**config.mk**
```make
export PLATFORM = sky130hd
export DESIGN_NAME = irq_capture_latch
export DESIGN_NICKNAME = d
export VERILOG_FILES = /design/src/rtl/irq_capture_latch.sv
export SDC_FILE = /design/constraint.sdc
export NUM_CORES = 1
export LEC_CHECK = 0
export ABC_AREA = 1
export BUFFER_PORTS_ARGS = -buffer_cell sky130_fd_sc_hd__buf_2
export CORE_UTILIZATION = 40
export DETAILED_ROUTE_END_ITERATION = 10
export PLACE_DENSITY_LB_ADDON = 0.12
export SLEW_MARGIN = 0
export SYNTH_ARGS = -nofsm -noshare
export SYNTH_HDL_FRONTEND = slang
export SYNTH_SLANG_ARGS = --single-unit
```
**constraint.sdc**
```tcl
create_clock -name clk -period 1 [get_ports clk]
set_input_delay 0.05 -clock clk [delete_from_list [all_inputs] [get_ports clk]]
set_output_delay 0.05 -clock clk [all_outputs]
set_load 0.005 [all_outputs]
```
**src/rtl/irq_capture_latch.sv**
```systemverilog
module irq_capture_latch #(
  parameter int LINES = 8,
  parameter logic [LINES-1:0] LEVEL_OK = 8'hF8
) (
  input  logic                       clk,
  input  logic                       rst,
  input  logic [LINES-1:0]           req_in,
  input  logic [LINES-1:0]           mask_in,
  input  logic                       mode_we,
  input  logic [LINES-1:0]           mode_wdata,
  input  logic                       ack_en,
  input  logic [$clog2(LINES)-1:0]   ack_idx,
  input  logic                       clr_en,
  input  logic [$clog2(LINES)-1:0]   clr_idx,
  output logic [LINES-1:0]           pending,
  output logic [LINES-1:0]           mode,
  output logic [LINES-1:0]           hit_masked,
  output logic [LINES-1:0]           hit_new,
  output logic [LINES-1:0]           hit_coal
);
  localparam int IW = $clog2(LINES);

  logic [LINES-1:0] pend_q, last_q, mode_q;
  logic [LINES-1:0] raise, ack_hit, clr_hit, keep, pend_d;

  assign raise   = (mode_q & req_in) | (~mode_q & req_in & ~last_q);
  assign ack_hit = ack_en ? ((LINES'(1) << ack_idx) & ~mode_q) : '0;
  assign clr_hit = clr_en ? (LINES'(1) << clr_idx) : '0;
  assign keep    = pend_q & ~ack_hit & ~clr_hit;
  assign pend_d  = (mode_q & req_in) | (~mode_q & (keep | raise));

  always_ff @(posedge clk) begin
    if (rst) begin
      pend_q <= '0;
      last_q <= '0;
      mode_q <= '0;
    end else begin
      pend_q <= pend_d;
      last_q <= req_in;
      if (mode_we) mode_q <= mode_wdata & LEVEL_OK;
    end
  end

  assign pending    = pend_q;
  assign mode       = mode_q;
  assign hit_masked = raise & mask_in;
  assign hit_new    = raise & ~mask_in & ~pend_q;
  assign hit_coal   = raise & ~mask_in & pend_q;

  p_mode_mask_r5: assert property (@(posedge clk) disable iff (rst)
    mode_we |=> mode_q == ($past(mode_wdata) & LEVEL_OK));

  for (genvar i = 0; i < LINES; i++) begin : g_chk
    p_level_follow_r2: assert property (@(posedge clk) disable iff (rst)
      mode_q[i] |=> pend_q[i] == $past(req_in[i]));

    p_edge_only_rise_r3: assert property (@(posedge clk) disable iff (rst)
      (!mode_q[i] && !pend_q[i] && !(req_in[i] && !last_q[i])) |=> !pend_q[i]);

    p_edge_hold_r4: assert property (@(posedge clk) disable iff (rst)
      (!mode_q[i] && pend_q[i] && !(ack_en && ack_idx == IW'(i))
        && !(clr_en && clr_idx == IW'(i))) |=> pend_q[i]);

    p_ack_level_r6: assert property (@(posedge clk) disable iff (rst)
      (mode_q[i] && req_in[i] && ack_en && ack_idx == IW'(i)) |=> pend_q[i]);

    p_new_latches_r8: assert property (@(posedge clk) disable iff (rst)
      hit_new[i] |=> pend_q[i]);
  end
endmodule

```
* Word-level counts from Yosys, hierarchy flattened
Cells that the tools add are included.
** Word-level totals
- Register bits after elaboration :: 21
- Logic and storage cells :: 27
- Input bits :: 35
- Output and inout bits :: 40
** Operators by class
- Shift operators :: 2
- Muxes and demuxes :: 2
- Bitwise gates (word level) :: 20
** Operators by type and width (count)
- $and A8 B8 Y8 :: 11
- $not A8 Y8 :: 6
- $or A8 B8 Y8 :: 3
- $mux W8 :: 2
- $shl A1 B3 Y8 const A :: 2

* Logic depth before layout (Yosys ltp)
- Depth in word-level cells :: 9
- Mapped depth :: 5

* Worst setup path before layout
No wires, ideal clock.
- Path type :: flip-flop to flip-flop
- Start :: reg mode_q[3], in the netlist mode[3]
- End :: reg pend_q[3], in the netlist pending[3]
- Setup time :: 0.125 ns
- Path slack :: 0.249 ns
- Stages on the path, launching flop included :: 3
- Arrival time :: 0.626 ns
- Path through :: dfxtp_1 > o21ai_1 > a21oi_1
** Between the ends
- Cells in the longest elaborated chain, start to end :: 9
- Elaborated cells on any way between the ends :: 13
- Those cells by class :: mux: 1; bitwise: 12
** Ends and longest elaborated chain
- start: declaration :: line 23 : logic [LINES-1:0] pend_q, last_q, mode_q;
- start signal: assignment :: line 40 : if (mode_we) mode_q <= mode_wdata & LEVEL_OK;
- $not A8 Y8 :: line 26, 27, 30
- $and A8 B8 Y8 :: line 27 : assign ack_hit = ack_en ? ((LINES'(1) << ack_idx) & ~mode_q) : '0;
- $mux W8 :: line 27
- $not A8 Y8 :: line 29 : assign keep = pend_q & ~ack_hit & ~clr_hit;
- $and A8 B8 Y8 (2 in a row) :: line 29
- $or A8 B8 Y8 :: line 30 : assign pend_d = (mode_q & req_in) | (~mode_q & (keep | raise));
- $and A8 B8 Y8 :: line 30
- $or A8 B8 Y8 * :: line 30
- end signal: assignment :: line 38 : pend_q <= pend_d;
- end: declaration :: line 23
Every way passes the cells marked *; elsewhere a longest branch is shown, timed or not.
A chain may end at the register's enable or synchronous reset.

* Final worst setup path
- Start :: reg last_q[7]
- End :: out hit_masked[7]
** Between the ends
- Cells in the longest elaborated chain, start to end :: 4
** Ends and longest elaborated chain
- start: declaration :: line 23
- start signal: assignment :: line 39 : last_q <= req_in;
- $not A8 Y8 :: line 26 : assign raise = (mode_q & req_in) | (~mode_q & req_in & ~last_q);
- $and A8 B8 Y8 :: line 26
- $or A8 B8 Y8 :: line 26
- $and A8 B8 Y8 :: line 46 : assign hit_masked = raise & mask_in;
- end: declaration :: line 17 : output logic [LINES-1:0] hit_masked,
No other way between the ends.

==> results.md <==
* Status: complete, but fails checks
* Failing checks: negative setup slack
* Final Hold Vio Count at 0
* # rows at 18
* Core Area at 2520 um^2
* Area grow syn2layout at 68.5%
* Average wire per standard cell at 10.3 um
* Sequential cell area at 449 um^2
* Area of the multi-input gates at 597 um^2
* Htree depth at 1
* Met3 wire length at 167 um
* Max incr delay on CP at 0.34 ns
* CP Data Required Time at 0.95 ns
* Leak at 1.01 nW
* Fillers at 250
* Fmax at 0.887 GHz
* Clock Skew at 0.000324 ns
* Crit-path cells: inv_2 > o21ai_4 > nor2_1 > buf_2
* Area after DPL at 1440 um^2
* Uppermost layer routed: met4
* Slowest cell on crit path: dfxtp_2
* Reg clk slew, reported paths at 0.12 ns
* Sequential area share after synthesis at 0.388
* Vias per cell at 4.54
* Placed insts at 272
* Pwr Total at 1.86 mW
* Hold WC Path Type: input port to flop
* Placer Congestion at 0.756
* Synth cell types at 15
* Nets at 306
* Pin count of the biggest net entering global routing at 22
* Worst-skew pair later-pin latency at 0.30 ns
* M1 WL at 1220 um
* Worst Slack Setup Final at -0.127 ns
* Root buf cell: clkbuf_4
* Crit share post-route at 1.13
* Post-Syn Area at 1080 um^2
* Routed wl met2 at 1660 um
* Setup CP Type: flop to primary output
* Max IR drop VDD at 0.000982 V
* Hpwl dp at 1980 um
* RSZ-0062 raised after global routing: true
* Cell area after layout at 1830 um^2
* Final min period at 1.13 ns
* Mapped Cells at 177
* Initial Util at 0.430
* Syn Area/Cell at 6.13 um^2
* Clock Sinks at 21
* Overall global routing resource usage at 0.219
* Initial DRT Pass Iterations at 4
* Setup TNS at -1.57 ns
* CTS buffer count at 3
* First-pass GRT wire length at 4550 um
* Initial antenna violation count at 0
* CP bufs+invs at 2
* CP delay by family, top: flip-flops
* Die height at 54.1 um
* #FFs+latches synth at 21
* Vias in the first global route at 1175
* Drc violations at 0
* Crit Path Max Fanout at 4
* Die ar. at 2920 um^2
* Post-route ant nets at 0
* Maximum buffer depth of the clock tree at 2
* Setup WS pre-CTS at 0.0958 ns
* First-iteration detailed-routing DRC count at 12
* Endpoint type of the worst setup path: primary output
* Ant diodes at 0
* Max Cap Viol at 0
* Post-Route WL at 3080 um
* CTS tree: yes
* Startpoint class of the critical path: flop
* Die Wd at 54.1 um
* GR Overflow Total at 0
* Yosys warns at 0
* Finished Layout Cells at 300
* Max-slew violation count at 0
* I/O pins at 75
* Worst Path Arrival at 1.08 ns
* Final-report setup violation count at 19
* Share of layout cells above drive strength 1 at 0.504
* Port Buf Inserts at 68
* Power Density at 1020 nW/um^2
* Via count at 1362
cells in the final DEF (no fill, tap or decap):
cell	count
a21oi_1	12
a21oi_2	1
buf_2	68
buf_4	10
buf_6	1
clkbuf_1	1
clkbuf_4	3
conb_1	3
dfxtp_1	2
dfxtp_2	17
dfxtp_4	2
dlygate4sd3_1	13
inv_1	31
inv_2	12
nand2_1	32
nand2_2	1
nand3_1	8
nand3_2	3
nor2_1	30
nor2_2	4
nor2_4	1
nor3_1	2
nor3_2	8
o21ai_4	5
cells by family after synthesis:
kind of cell | count (synthesis) | synth area share
compound gates | 18 | 0.0865
buf+inv | 48 | 0.179
flops | 21 | 0.388
other cells | 1 | 0.00346
simple gates | 89 | 0.344
metrics by stage:
| stage | util | hold slack [ns] |
|---|---|---|
| after CTS | 0.688 | 0.0342 |
| final | 0.725 | 0.0372 |
| after detailed placement | 0.570 | 0.273 |
| after floorplan | - | 0.119 |
| after global routing | 0.725 | 0.0268 |
| after global placement | 0.570 | 0.263 |
flip-flops by register name, summed over array words and instances, names as in the netlist:
name	flops
last_q	8
pending	8
mode	5
routing by layer:
metal  vias up  GRT usage
met2        43      0.444
met4         0     0.0470
met5         -          0
met3         4     0.0678
li1        706          -
met1       609      0.211
synth_stat cells:
library cell	instances	area [um^2]
inv_1	40	150
nand2_1	33	124
nor2_1	32	120
dfxtp_1	21	420
a21oi_1	13	65.1
nand3_1	11	55.1
nor3_1	10	50.1
o21ai_1	4	20.0
buf_4	3	22.5
inv_2	3	11.3
buf_2	2	10.0
nor2_2	2	12.5
conb_1	1	3.75
nor2_4	1	11.3
o21ai_2	1	8.76
tightest hold or removal path: stages:
cell and delay (ns):
buf_2 0.12, nand2_2 0.08, a21oi_1 0.06
power breakdown:
group	switching [mW]	leakage (nW)	total [mW]	internal (mW)
registers	0.0457	0.181	0.943	0.898
logic	0.255	0.813	0.510	0.255
clock network	0.253	0.0150	0.408	0.156
total	0.554	1.01	1.86	1.31
what timing repair did:
action | 4_1_cts | 5_1_grt
hold buffers | 13 | 0
cloned | 0 | 0
setup endpoints to repair | 19 | 25
pin swaps | 3 | 7
setup buffers | 10 | 2
hold endpoints to repair | 13 | 0
resized for setup | 28 | 27
layout make-up:
type	instances	area share
well taps	30	0.0205
repair buffers	92	0.305
multi-input cells	110	0.326
flip-flops and latches	21	0.246
clock buffers	4	0.0144
inverters	43	0.0883
path summary, 6_finish.rpt:
kind	start	end	slack (ns)	cells after the start
worst max-delay path	last_q[7]$_SDFF_PP0_	hit_masked[7]	-0.13	4
worst min-delay path	req_in[1]	pending[1]$_SDFF_PP0_	0.04	3
worst max register to register	mode[6]$_SDFFE_PP0P_	pending[6]$_SDFF_PP0_	0.04	4
worst min register to register	pending[1]$_SDFF_PP0_	pending[1]$_SDFF_PP0_	0.51	2
No activity file was read; power rests on OpenSTA's default activity.
